--- config.mk ---
export PLATFORM = sky130hd
export DESIGN_NAME = dfs_fetch_sched
export DESIGN_NICKNAME = d
export VERILOG_FILES = /design/src/rtl/dfs_pkg.sv /design/src/rtl/dfs_qctx.sv /design/src/rtl/dfs_rr_arb.sv /design/src/rtl/dfs_cpl_route.sv /design/src/rtl/dfs_fetch_sched.sv
export SDC_FILE = /design/constraint.sdc
export NUM_CORES = 1
export LEC_CHECK = 0
export ABC_CLOCK_PERIOD_IN_PS = 11300
export BUFFER_PORTS_ARGS = -buffer_cell sky130_fd_sc_hd__buf_4
export CELL_PAD_IN_SITES_DETAIL_PLACEMENT = 0
export CELL_PAD_IN_SITES_GLOBAL_PLACEMENT = 1
export CORE_AREA = 5 5 385 387
export DETAILED_ROUTE_END_ITERATION = 10
export DIE_AREA = 0 0 390 392
export GPL_TIMING_DRIVEN = 0
export PLACE_DENSITY_LB_ADDON = 0.1
export SLEW_MARGIN = 20
export SYNTH_ARGS = -nofsm -noshare
export SYNTH_HDL_FRONTEND = slang
export SYNTH_HIERARCHICAL = 1
export SYNTH_SLANG_ARGS = --single-unit
--- constraint.sdc ---
create_clock -name clk -period 11.3 [get_ports clk]
set_input_delay 2.26 -clock clk [delete_from_list [all_inputs] [get_ports clk]]
set_output_delay 2.26 -clock clk [all_outputs]
set_load 0.005 [all_outputs]
--- src/rtl/dfs_pkg.sv ---
package dfs_pkg;

    typedef enum logic {
        ROUTE_ENG = 1'b0,
        ROUTE_BYP = 1'b1
    } route_e;

    // Forward distance from l to p on a ring of m usable slots.
    function automatic logic [31:0] ring_dist(input logic [31:0] p, input logic [31:0] l,
                                              input logic [31:0] m);
        return (p >= l) ? (p - l) : (p + m - l);
    endfunction

    function automatic logic [31:0] umin(input logic [31:0] a, input logic [31:0] b);
        return (a < b) ? a : b;
    endfunction

endpackage

--- src/rtl/dfs_qctx.sv ---
module dfs_qctx #(
    parameter int RING_SIZE = 8,
    parameter int IDX_W     = 3,
    parameter int CREDIT_W  = 8,
    parameter int MAXN      = 4,
    parameter int FREE_W    = 9
) (
    input  logic                clk,
    input  logic                rst,
    input  logic                pidx_we,
    input  logic [IDX_W-1:0]    pidx_val,
    input  logic                cred_we,
    input  logic [CREDIT_W-1:0] cred_amt,
    input  logic                cred_en,
    input  logic                issue,
    input  logic                cpl_done,
    input  logic [FREE_W-1:0]   free_ent,
    output logic [IDX_W-1:0]    avail,
    output logic [IDX_W-1:0]    fcnt,
    output logic [IDX_W-1:0]    lidx,
    output logic                elig,
    output logic                err
);
    import dfs_pkg::*;

    localparam int SLOTS = RING_SIZE - 1;
    localparam int CW1   = CREDIT_W + 1;

    logic [IDX_W-1:0]    pidx_q, lidx_q;
    logic [CREDIT_W-1:0] cred_q;
    logic                busy_q, err_q;
    logic [31:0]         lim;
    logic [IDX_W:0]      lsum;
    logic [CW1-1:0]      csum;

    assign avail = IDX_W'(ring_dist(32'(pidx_q), 32'(lidx_q), 32'(SLOTS)));
    assign lidx  = lidx_q;
    assign err   = err_q;

    always_comb begin
        lim = umin(32'(avail), 32'(MAXN));
        lim = umin(lim, 32'(SLOTS) - 32'(lidx_q));
        if (cred_en) lim = umin(lim, 32'(cred_q));
        fcnt = IDX_W'(lim);
    end

    assign elig = !busy_q && (fcnt != '0) && (32'(fcnt) <= 32'(free_ent));

    always_comb begin
        lsum = {1'b0, lidx_q} + {1'b0, fcnt};
        if (lsum >= (IDX_W+1)'(SLOTS)) lsum = lsum - (IDX_W+1)'(SLOTS);
        csum = {1'b0, cred_q};
        if (issue && cred_en) csum = csum - CW1'(fcnt);
        if (cred_we) csum = csum + {1'b0, cred_amt};
    end

    always_ff @(posedge clk) begin
        if (rst) begin
            pidx_q <= '0;
            lidx_q <= '0;
            cred_q <= '0;
            busy_q <= 1'b0;
            err_q  <= 1'b0;
        end else begin
            if (pidx_we) begin
                if (pidx_val <= IDX_W'(RING_SIZE - 2)) pidx_q <= pidx_val;
                else                                    err_q  <= 1'b1;
            end
            if (issue) begin
                lidx_q <= lsum[IDX_W-1:0];
                busy_q <= 1'b1;
            end else if (cpl_done) begin
                busy_q <= 1'b0;
            end
            cred_q <= csum[CREDIT_W] ? '1 : csum[CREDIT_W-1:0];
        end
    end
endmodule

--- src/rtl/dfs_rr_arb.sv ---
module dfs_rr_arb #(
    parameter int N     = 4,
    parameter int QID_W = 2
) (
    input  logic             clk,
    input  logic             rst,
    input  logic [N-1:0]     req,
    input  logic             take,
    output logic             gnt_vld,
    output logic [QID_W-1:0] gnt_id
);
    logic [QID_W-1:0] ptr_q;

    always_comb begin
        int unsigned c;
        gnt_vld = 1'b0;
        gnt_id  = '0;
        for (int k = 0; k < N; k++) begin
            c = (32'(ptr_q) + 32'(k)) % N;
            if (!gnt_vld && req[c]) begin
                gnt_vld = 1'b1;
                gnt_id  = QID_W'(c);
            end
        end
    end

    always_ff @(posedge clk) begin
        if (rst)
            ptr_q <= '0;
        else if (take)
            ptr_q <= (32'(gnt_id) == N - 1) ? '0 : gnt_id + 1'b1;
    end
endmodule

--- src/rtl/dfs_cpl_route.sv ---
module dfs_cpl_route #(
    parameter int NQ     = 4,
    parameter int QID_W  = 2,
    parameter int DATA_W = 256
) (
    input  logic              clk,
    input  logic              rst,
    input  logic              in_valid,
    input  logic [QID_W-1:0]  in_qid,
    input  logic [DATA_W-1:0] in_data,
    input  logic [NQ-1:0]     mode_byp,
    output logic              byp_valid,
    output logic              eng_valid,
    output logic [QID_W-1:0]  out_qid,
    output logic [DATA_W-1:0] out_data,
    output logic              deliver
);
    import dfs_pkg::*;

    logic   vld_q;
    route_e dst_q;

    always_ff @(posedge clk) begin
        if (rst) begin
            vld_q    <= 1'b0;
            dst_q    <= ROUTE_ENG;
            out_qid  <= '0;
            out_data <= '0;
        end else begin
            vld_q <= in_valid;
            if (in_valid) begin
                dst_q    <= mode_byp[in_qid] ? ROUTE_BYP : ROUTE_ENG;
                out_qid  <= in_qid;
                out_data <= in_data;
            end
        end
    end

    assign byp_valid = vld_q && (dst_q == ROUTE_BYP);
    assign eng_valid = vld_q && (dst_q == ROUTE_ENG);
    assign deliver   = vld_q;
endmodule

--- src/rtl/dfs_fetch_sched.sv ---
module dfs_fetch_sched #(
    parameter int NQ         = 4,
    parameter int RING_SIZE  = 8,
    parameter int ADDR_W     = 32,
    parameter int DATA_W     = 256,
    parameter int DESC_BYTES = 32,
    parameter int MRRS_BYTES = 128,
    parameter int CBUF_DEPTH = 256,
    parameter int CREDIT_W   = 8,
    localparam int QID_W     = $clog2(NQ),
    localparam int IDX_W     = $clog2(RING_SIZE)
) (
    input  logic                         clk,
    input  logic                         rst,
    input  logic [NQ-1:0][ADDR_W-1:0]    cfg_base_i,
    input  logic [NQ-1:0]                cfg_bypass_i,
    input  logic [NQ-1:0]                cfg_credit_en_i,
    input  logic                         pidx_we_i,
    input  logic [QID_W-1:0]             pidx_qid_i,
    input  logic [IDX_W-1:0]             pidx_val_i,
    input  logic                         credit_we_i,
    input  logic [QID_W-1:0]             credit_qid_i,
    input  logic [CREDIT_W-1:0]          credit_amt_i,
    output logic [NQ-1:0][IDX_W-1:0]     avail_o,
    output logic [NQ-1:0]                pidx_err_o,
    output logic                         req_valid_o,
    input  logic                         req_ready_i,
    output logic [QID_W-1:0]             req_qid_o,
    output logic [ADDR_W-1:0]            req_addr_o,
    output logic [IDX_W-1:0]             req_cnt_o,
    input  logic                         cpl_valid_i,
    input  logic [QID_W-1:0]             cpl_qid_i,
    input  logic                         cpl_last_i,
    input  logic [DATA_W-1:0]            cpl_data_i,
    output logic                         byp_valid_o,
    output logic [QID_W-1:0]             byp_qid_o,
    output logic [DATA_W-1:0]            byp_data_o,
    output logic                         eng_valid_o,
    output logic [QID_W-1:0]             eng_qid_o,
    output logic [DATA_W-1:0]            eng_data_o
);
    localparam int MAXN   = MRRS_BYTES / DESC_BYTES;
    localparam int FREE_W = $clog2(CBUF_DEPTH + 1);
    localparam int OFF_SH = $clog2(DESC_BYTES);

    logic [NQ-1:0][IDX_W-1:0] fcnt_a, lidx_a;
    logic [NQ-1:0]            elig_a;
    logic [FREE_W-1:0]        free_q;
    logic                     gnt_vld, issue_fire, deliver;
    logic [QID_W-1:0]         gnt_id, out_qid;
    logic [DATA_W-1:0]        out_data;

    assign issue_fire = gnt_vld && !req_valid_o;

    for (genvar q = 0; q < NQ; q++) begin : g_q
        dfs_qctx #(
            .RING_SIZE(RING_SIZE), .IDX_W(IDX_W), .CREDIT_W(CREDIT_W),
            .MAXN(MAXN), .FREE_W(FREE_W)
        ) u_ctx (
            .clk      (clk),
            .rst      (rst),
            .pidx_we  (pidx_we_i && (pidx_qid_i == QID_W'(q))),
            .pidx_val (pidx_val_i),
            .cred_we  (credit_we_i && (credit_qid_i == QID_W'(q))),
            .cred_amt (credit_amt_i),
            .cred_en  (cfg_credit_en_i[q]),
            .issue    (issue_fire && (gnt_id == QID_W'(q))),
            .cpl_done (cpl_valid_i && cpl_last_i && (cpl_qid_i == QID_W'(q))),
            .free_ent (free_q),
            .avail    (avail_o[q]),
            .fcnt     (fcnt_a[q]),
            .lidx     (lidx_a[q]),
            .elig     (elig_a[q]),
            .err      (pidx_err_o[q])
        );
    end

    dfs_rr_arb #(.N(NQ), .QID_W(QID_W)) u_arb (
        .clk     (clk),
        .rst     (rst),
        .req     (elig_a & {NQ{!req_valid_o}}),
        .take    (issue_fire),
        .gnt_vld (gnt_vld),
        .gnt_id  (gnt_id)
    );

    always_ff @(posedge clk) begin
        if (rst) begin
            req_valid_o <= 1'b0;
            req_qid_o   <= '0;
            req_addr_o  <= '0;
            req_cnt_o   <= '0;
        end else if (issue_fire) begin
            req_valid_o <= 1'b1;
            req_qid_o   <= gnt_id;
            req_addr_o  <= cfg_base_i[gnt_id] + (ADDR_W'(lidx_a[gnt_id]) << OFF_SH);
            req_cnt_o   <= fcnt_a[gnt_id];
        end else if (req_ready_i) begin
            req_valid_o <= 1'b0;
        end
    end

    always_ff @(posedge clk) begin
        if (rst)
            free_q <= FREE_W'(CBUF_DEPTH);
        else
            free_q <= free_q - (issue_fire ? FREE_W'(fcnt_a[gnt_id]) : '0)
                             + (deliver ? FREE_W'(1) : '0);
    end

    dfs_cpl_route #(.NQ(NQ), .QID_W(QID_W), .DATA_W(DATA_W)) u_route (
        .clk       (clk),
        .rst       (rst),
        .in_valid  (cpl_valid_i),
        .in_qid    (cpl_qid_i),
        .in_data   (cpl_data_i),
        .mode_byp  (cfg_bypass_i),
        .byp_valid (byp_valid_o),
        .eng_valid (eng_valid_o),
        .out_qid   (out_qid),
        .out_data  (out_data),
        .deliver   (deliver)
    );

    assign byp_qid_o  = out_qid;
    assign eng_qid_o  = out_qid;
    assign byp_data_o = out_data;
    assign eng_data_o = out_data;
endmodule

==> qor.txt, run 1 <==
Worst EP required: 11,790 ps
top cell family by delay on the critical path: compound AO/OA/AOI/OAI gates
Post-Syn Area: 0.0233 mm²
most frequent cells in the layout: buf_4, dfxtp_1, nor2_1, mux2i_1, nand2_1
Mapped Avg Cell Area: 9.18 µm²
max cap viols: 0
Max Clk Rate: 0.0954 GHz
TritonCTS Sinks: 373
worst-skew pair later-pin latency: 660 ps
Static Leakage: 16.7 nW
Crit-path slowest cell: dfxtp_2
Post-synth ARST share: 0%
global-route wire length before repair: 189,000 µm
Slew Viols, Final: 0
# fillers: 15,957
cell mode on critical path: ha_1
Die X: 390 µm
crit-path max FO: 28
crit-path max cell delay: 510 ps
num ports: 988
Area Growth Syn to Fin: 51.3%
commonest non-fill, non-tap cell in the layout: buf_4
Fin. Hold Viols: 0
Critical Path End Type: flop
vias: 21,982
DRT antenna net count: 0
layout cell share with drive strength beyond 1: 43.4%
Port Buffers: 987
fin util: 24.4%
CTS buffer count: 53
DIE HEIGHT: 392 µm
CORE AREA: 0.145 mm²
worst min path class: flop to flop
clk_skew: 14.4 ps
Rows: 140
clock slew at reported path FFs: 60 ps
clock root cell: clkbuf_16
Wirelength per Cell: 25.6 µm
GRT Overall Usage: 17.5%
DR pass1 iterations: 5
number of global-route vias before repair: 21,905
share of the yosys chip area belonging to registers: 32.0%
FF/Latch Area: 0.00748 mm²
Cells after Synth: 2,539
CP Buf/Inv Count: 8
DRC: 0
hpwl dp: 122,000 µm
GP Congestion: 0.818
Hold-fix buffers, CTS: 0
post-route setup slack: 817 ps
pin count of the biggest net entering global routing: 20
status: completed
EDFF count, synth: 0
footprint of the multi-input gates: 0.0128 mm²
CTS tree: yes
H-tree depth: 2
final total power: 10.3 mW
initial antenna violation count: 16
Distinct cells, synth: 100
ratio of final minimum period to clock period: 92.8%
PD cells: 292 mW/mm²
synth warn: 6
setup violators final: 0
Peak VDD IR: 243 µV
minimum clock period: 10,480 ps
die area: 0.153 mm²
Slew @ Worst Pin: 907 ps
total congestion overflow: 0
initial drt markers: 1,027
Worst setup SP type: flop
DP Worst Slack: -2800 ps
vias per cell: 3.95
overall routed net length: 143,000 µm
nets@finish: 4,147
critical path class: flop to flop
Main synth FF type: dfxtp_1
Slew Limit Headroom: 39.6%
Arr. time, crit path: 10,970 ps
Clock Path Buffers: 3
Seq cells post-synth: 373
Initial Util: 16.1%
Syn Nets: 3,087
-- Yosys cell counts (16+ instances only) --
library cell / n / area (µm²)
nand3_1: 36 / 180
ha_1: 118 / 1480
o211ai_1: 16 / 120
nor2_1: 368 / 1380
xor2_1: 36 / 315
a31oi_1: 30 / 188
a211oi_1: 25 / 188
clkbuf_1: 43 / 161
a21oi_1: 102 / 510
nor3_1: 33 / 165
or2_2: 20 / 125
dfxtp_1: 373 / 7470
a21o_1: 21 / 158
xnor2_1: 41 / 359
nor2b_1: 39 / 244
mux2i_1: 280 / 2800
buf_4: 267 / 2000
o21ai_0: 45 / 225
mux4_2: 38 / 856
inv_1: 126 / 473
buf_2: 18 / 90.1
buf_8: 21 / 315
nand2_1: 134 / 503
-- registers in the layout, indices dropped and copies added (netlist names), 4 cells and up --
name              cells
g_q.u_ctx/cred_q     32
u_route/out_data    256
g_q.u_ctx/busy_q      4
g_q.u_ctx/err         4
g_q.u_ctx/pidx_q     12
free_q                9
req_addr_o           32
g_q.u_ctx/lidx       12
-- worst min-delay path: stages, from the launching register on --
cell and delay, ps:
dfxtp_1 310, nand2_1 50, a21oi_1 50
-- timing repair --
action,in CTS,in global routing
endpoints found under the hold margin,0,0
setup endpoints to repair,64,32
resized for setup,35,23
buffers inserted,6,17
pin swaps,4,9
-- routing by layer --
metal	up-vias	wire length [µm]	track usage [%]
li1	10722	-	-
met3	122	8130	3.90
met2	634	70900	30.7
met5	-	12	0
met1	10502	60800	22.0
met4	2	2750	3.61
-- where the power goes --
part	internal (mW)	switching (mW)	leakage (nW)
clock	1.01	0.722	0.857
combinational	2.95	3.87	12.7
sequential	1.52	0.227	3.08
total	5.48	4.82	16.7
-- layout make-up --
class                           instances  area share [%]
Inverter                              133            1.43
Sequential cell                       373            21.2
Multi-Input combinational cell       1672            36.3
Antenna cell                            7          0.0497
Timing Repair Buffer                 1010            21.5
Tap cell                             1917            6.80
Clock inverter                         16           0.589
Clock buffer                           77            4.44
Buffer                                356            7.62
-- cells by family (layout without fill, tap and decap cells) --
kind of cell    Yosys count  in the layout  synth area share, %
other cells               0              7                    0
fa+ha+maj               139            139                 7.86
xor+xnor                 81             81                 3.17
flops                   373            373                 32.0
compound gates          374            374                 11.7
simple gates            754            754                 15.5
mux                     324            324                 16.0
buf+inv                 494           1592                 13.7
-- stage by stage --
step	cell area (µm²)	TNS [ps]	cells	hold slack, ps
global placement	33100	-120510	5443	443
global route	35200	-1.65	5556	479
detailed placement	33100	-88520	5443	445
finish	35300	0	5561	454
CTS	35100	0	5539	454
floorplan	23300	0	2539	448
-- worst paths after layout --
check / end / slack (ps) / cells after the start / startpoint
worst max-delay path: g_q[3].u_ctx/cred_q[7] / 820 / 43 / g_q[1].u_ctx/lidx[1]
worst min-delay path: req_addr_o[8] / 450 / 2 / req_addr_o[8]
worst max register to register: g_q[3].u_ctx/cred_q[7] / 820 / 43 / g_q[1].u_ctx/lidx[1]
worst min register to register: req_addr_o[8] / 450 / 2 / req_addr_o[8]
(Power assumes the default switching activity.)
==> run 2: changes to the inputs <==
--- a/config.mk
+++ b/config.mk
@@ -5,13 +5,14 @@
 export SDC_FILE = /design/constraint.sdc
 export NUM_CORES = 1
 export LEC_CHECK = 0
+export ABC_AREA = 1
 export ABC_CLOCK_PERIOD_IN_PS = 11300
 export BUFFER_PORTS_ARGS = -buffer_cell sky130_fd_sc_hd__buf_4
 export CELL_PAD_IN_SITES_DETAIL_PLACEMENT = 0
 export CELL_PAD_IN_SITES_GLOBAL_PLACEMENT = 1
-export CORE_AREA = 5 5 385 387
+export CORE_AREA = 5 5 376 378
 export DETAILED_ROUTE_END_ITERATION = 10
-export DIE_AREA = 0 0 390 392
+export DIE_AREA = 0 0 381 383
 export GPL_TIMING_DRIVEN = 0
 export PLACE_DENSITY_LB_ADDON = 0.1
 export SLEW_MARGIN = 20
==> qor.txt, run 2 <==
post-placement cell count: 6,413 (was 5,443)
nets@finish: 5,227 (was 4,147)
Seq cells post-synth: 373 (unchanged)
clock slew at reported path FFs: 60 ps (about the same)
Peak VDD IR: 217 µV (was 243 µV)
clk_skew: 12.7 ps (was 14.4 ps)
CTS buffer count: 54 (was 53)
setup violators final: 0 (unchanged)
EDFF count, synth: 0 (unchanged)
total congestion overflow: 0 (unchanged)
Port Buffers: 987 (unchanged)
Hold-fix buffers, CTS: 0 (unchanged)
Static Leakage: 18.4 nW (was 16.7 nW)
final total power: 13.1 mW (was 10.3 mW)
Synth area leaders: dfxtp_1, nand2_1, buf_4 (was dfxtp_1, mux2i_1, buf_4)
PD cells: 366 mW/mm² (was 292 mW/mm²)
num ports: 988 (unchanged)
Clock Path Buffers: 3 (unchanged)
synth warn: 6 (unchanged)
cell mode on critical path: nand2_1 (was ha_1)
number of global-route vias before repair: 26,490 (was 21,905)
worst-skew pair later-pin latency: 640 ps (was 660 ps)
GP Congestion: 0.870 (was 0.818)
initial antenna violation count: 11 (was 16)
most frequent cell after synthesis: nand2_1 (was dfxtp_1)
Syn Nets: 4,180 (was 3,087)
Post-synth top cells: nand2_1, inv_1, dfxtp_1 (was dfxtp_1, nor2_1, mux2i_1)
Area Growth Syn to Fin: 48.0% (was 51.3%)
GRT Overall Usage: 21.5% (was 17.5%)
max cap viols: 0 (unchanged)
Rows: 136 (was 140)
hpwl dp: 141,000 µm (was 122,000 µm)
TNS Setup: 0 ps (unchanged)
Max Clk Rate: 0.0976 GHz (was 0.0954 GHz)
Slew @ Worst Pin: 1120 ps (was 907 ps)
initial drt markers: 1,512 (was 1,027)
ratio of final minimum period to clock period: 90.6% (was 92.8%)
share of the synthesized area in the top cell type: 30.8% (was 32.0%)
Main synth FF type: dfxtp_1 (unchanged)
unrepaired setup endpoints after global routing: false
die area: 0.146 mm² (was 0.153 mm²)
Initial Util: 17.7% (was 16.1%)
Crit-path slowest cell: dfxtp_1 (was dfxtp_2)
Slew Viols, Final: 0 (unchanged)
Mapped Avg Cell Area: 6.67 µm² (was 9.18 µm²)
global-route wire length before repair: 221,000 µm (was 189,000 µm)
Distinct cells, synth: 53 (was 100)
hold slack: 457 ps (was 454 ps)
Post-Syn Area: 0.0242 mm² (was 0.0233 mm²)
Largest register FFs: 256 (unchanged)
overall routed net length: 165,000 µm (was 143,000 µm)
Wirelength per Cell: 25.2 µm (was 25.6 µm)
DIE HEIGHT: 383 µm (was 392 µm)
status: completed (unchanged)
Non-Filler Instances: 6,518 (was 5,561)
Post-synth ARST share: 0% (unchanged)
vias: 26,885 (was 21,982)
largest registers: u_route/out_data x256, g_q.u_ctx/cred_q x32, req_addr_o x32 (unchanged)
pin count of the biggest net entering global routing: 18 (was 20)
Worst setup SP type: flop (unchanged)
Die X: 381 µm (was 390 µm)
critical path class: flop to flop (unchanged)
Slew Limit Headroom: 25.5% (was 39.6%)
most frequent cells in the layout: buf_4, nand2_1, inv_1, dfxtp_1, a21oi_1 (was buf_4, dfxtp_1, nor2_1, mux2i_1, nand2_1)
CTS tree: yes (unchanged)
minimum clock period: 10,240 ps (was 10,480 ps)
vias per cell: 4.12 (was 3.95)
worst min path class: flop to flop (unchanged)
placed inst area: 0.0339 mm² (was 0.0331 mm²)
DRC: 0 (unchanged)
H-tree depth: 2 (unchanged)
DR pass1 iterations: 5 (unchanged)
crit-path max cell delay: 620 ps (was 510 ps)
area leader, netlist: dfxtp_1 (unchanged)
Arr. time, crit path: 10,770 ps (was 10,970 ps)
crit-path max FO: 10 (was 28)
layout cell share with drive strength beyond 1: 33.9% (was 43.4%)
commonest non-fill, non-tap cell in the layout: buf_4 (unchanged)
clock root cell: clkbuf_16 (unchanged)
Worst EP required: 11,830 ps (was 11,790 ps)
DRT antenna net count: 0 (unchanged)
share of the yosys chip area belonging to registers: 30.8% (was 32.0%)
CORE AREA: 0.137 mm² (was 0.145 mm²)
fin area: 0.0359 mm² (was 0.0353 mm²)
Biggest register: u_route/out_data (unchanged)
Fin. Hold Viols: 0 (unchanged)
Critical Path End Type: flop (unchanged)
Cells after Synth: 3,632 (was 2,539)
TritonCTS Sinks: 373 (unchanged)
-- run 2: cell count changes after synthesis, moves of 24 or more --
cell	before	now
buf_6	8	34
inv_1	126	376
nand3_1	36	165
o21ai_0	45	97
nor2b_1	39	0
nand2_2	1	62
nor2_1	368	250
a211oi_1	25	1
nand2_1	134	1161
mux4_2	38	0
buf_2	18	56
xnor2_1	41	1
a21oi_1	102	352
mux2i_1	280	0
-- run 2: power by group --
| part | leakage, nW | switching, mW | internal (mW) |
|---|---|---|---|
| Sequential | 3.08 | 0.213 | 1.52 |
| Clock | 0.926 | 0.766 | 1.10 |
| Combinational | 14.4 | 6.39 | 3.16 |
| Total | 18.4 | 7.37 | 5.77 |
-- run 2: critical path: cells and delay by family (launching register included) --
kind                       cells  cell delay, ps
adders and majority gates      6            1840
DFF                            1             620
and+or+nand+nor               35            3400
buffers and inverters         15            2230
AOI/OAI and AO/OA              9            2000
-- run 2: metal layers --
metal | GRT usage (%) | up-vias | share of wire (%)
met5 | 0 | - | 0.057
met2 | 38.2 | 793 | 49
met1 | 25.9 | 12589 | 42
met4 | 5.07 | 14 | 2.5
li1 | - | 13356 | -
met3 | 5.71 | 133 | 6.6
-- run 2: final timing paths --
kind | start | endpoint | slack [ps] | depth (start not counted)
setup / recovery | g_q[3].u_ctx/lidx[1] | g_q[0].u_ctx/cred_q[2] | 1060 | 65
hold / removal | g_q[1].u_ctx/pidx_q[2] | g_q[1].u_ctx/pidx_q[2] | 460 | 2
setup reg to reg | g_q[3].u_ctx/lidx[1] | g_q[0].u_ctx/cred_q[2] | 1060 | 65
hold reg to reg | g_q[1].u_ctx/pidx_q[2] | g_q[1].u_ctx/pidx_q[2] | 460 | 2
-- run 2: final cells by class --
cell class | count | area (µm²)
fillers | 15528 | 101000
well taps | 1794 | 2240
inverters | 394 | 1490
clock buffers | 77 | 1550
multi-input cells | 2469 | 12500
repair buffers | 992 | 7450
clock inverters | 23 | 357
diodes | 1 | 2.50
plain buffers | 395 | 2840
flip-flops and latches | 373 | 7470
-- run 2: timing repair --
item / CTS / global route
gates resized for setup: 2 / 14
setup buffers: 0 / 5
endpoints found under the setup margin: 22 / 32
-- run 2: cell families (layout without fill, tap and decap cells) --
group / count (synthesis) / after routing / share of synthesized area (%)
and+or+nand+nor: 1760 / 1760 / 30.7
AOI/OAI and AO/OA: 553 / 553 / 12.3
adders and majority gates: 132 / 132 / 7.25
xor gates and xnor gates: 24 / 24 / 0.991
other: 0 / 1 / 0
DFF: 373 / 373 / 30.8
buffers and inverters: 790 / 1881 / 17.9
-- run 2: stage by stage --
step	setup WS [ps]	util [%]
6_report	1060	26.2
3_3_place_gp	-360	24.7
5_1_grt	1.78	26.2
4_1_cts	24.4	26.1
2_1_floorplan	3090	-
3_5_place_dp	-322	24.7
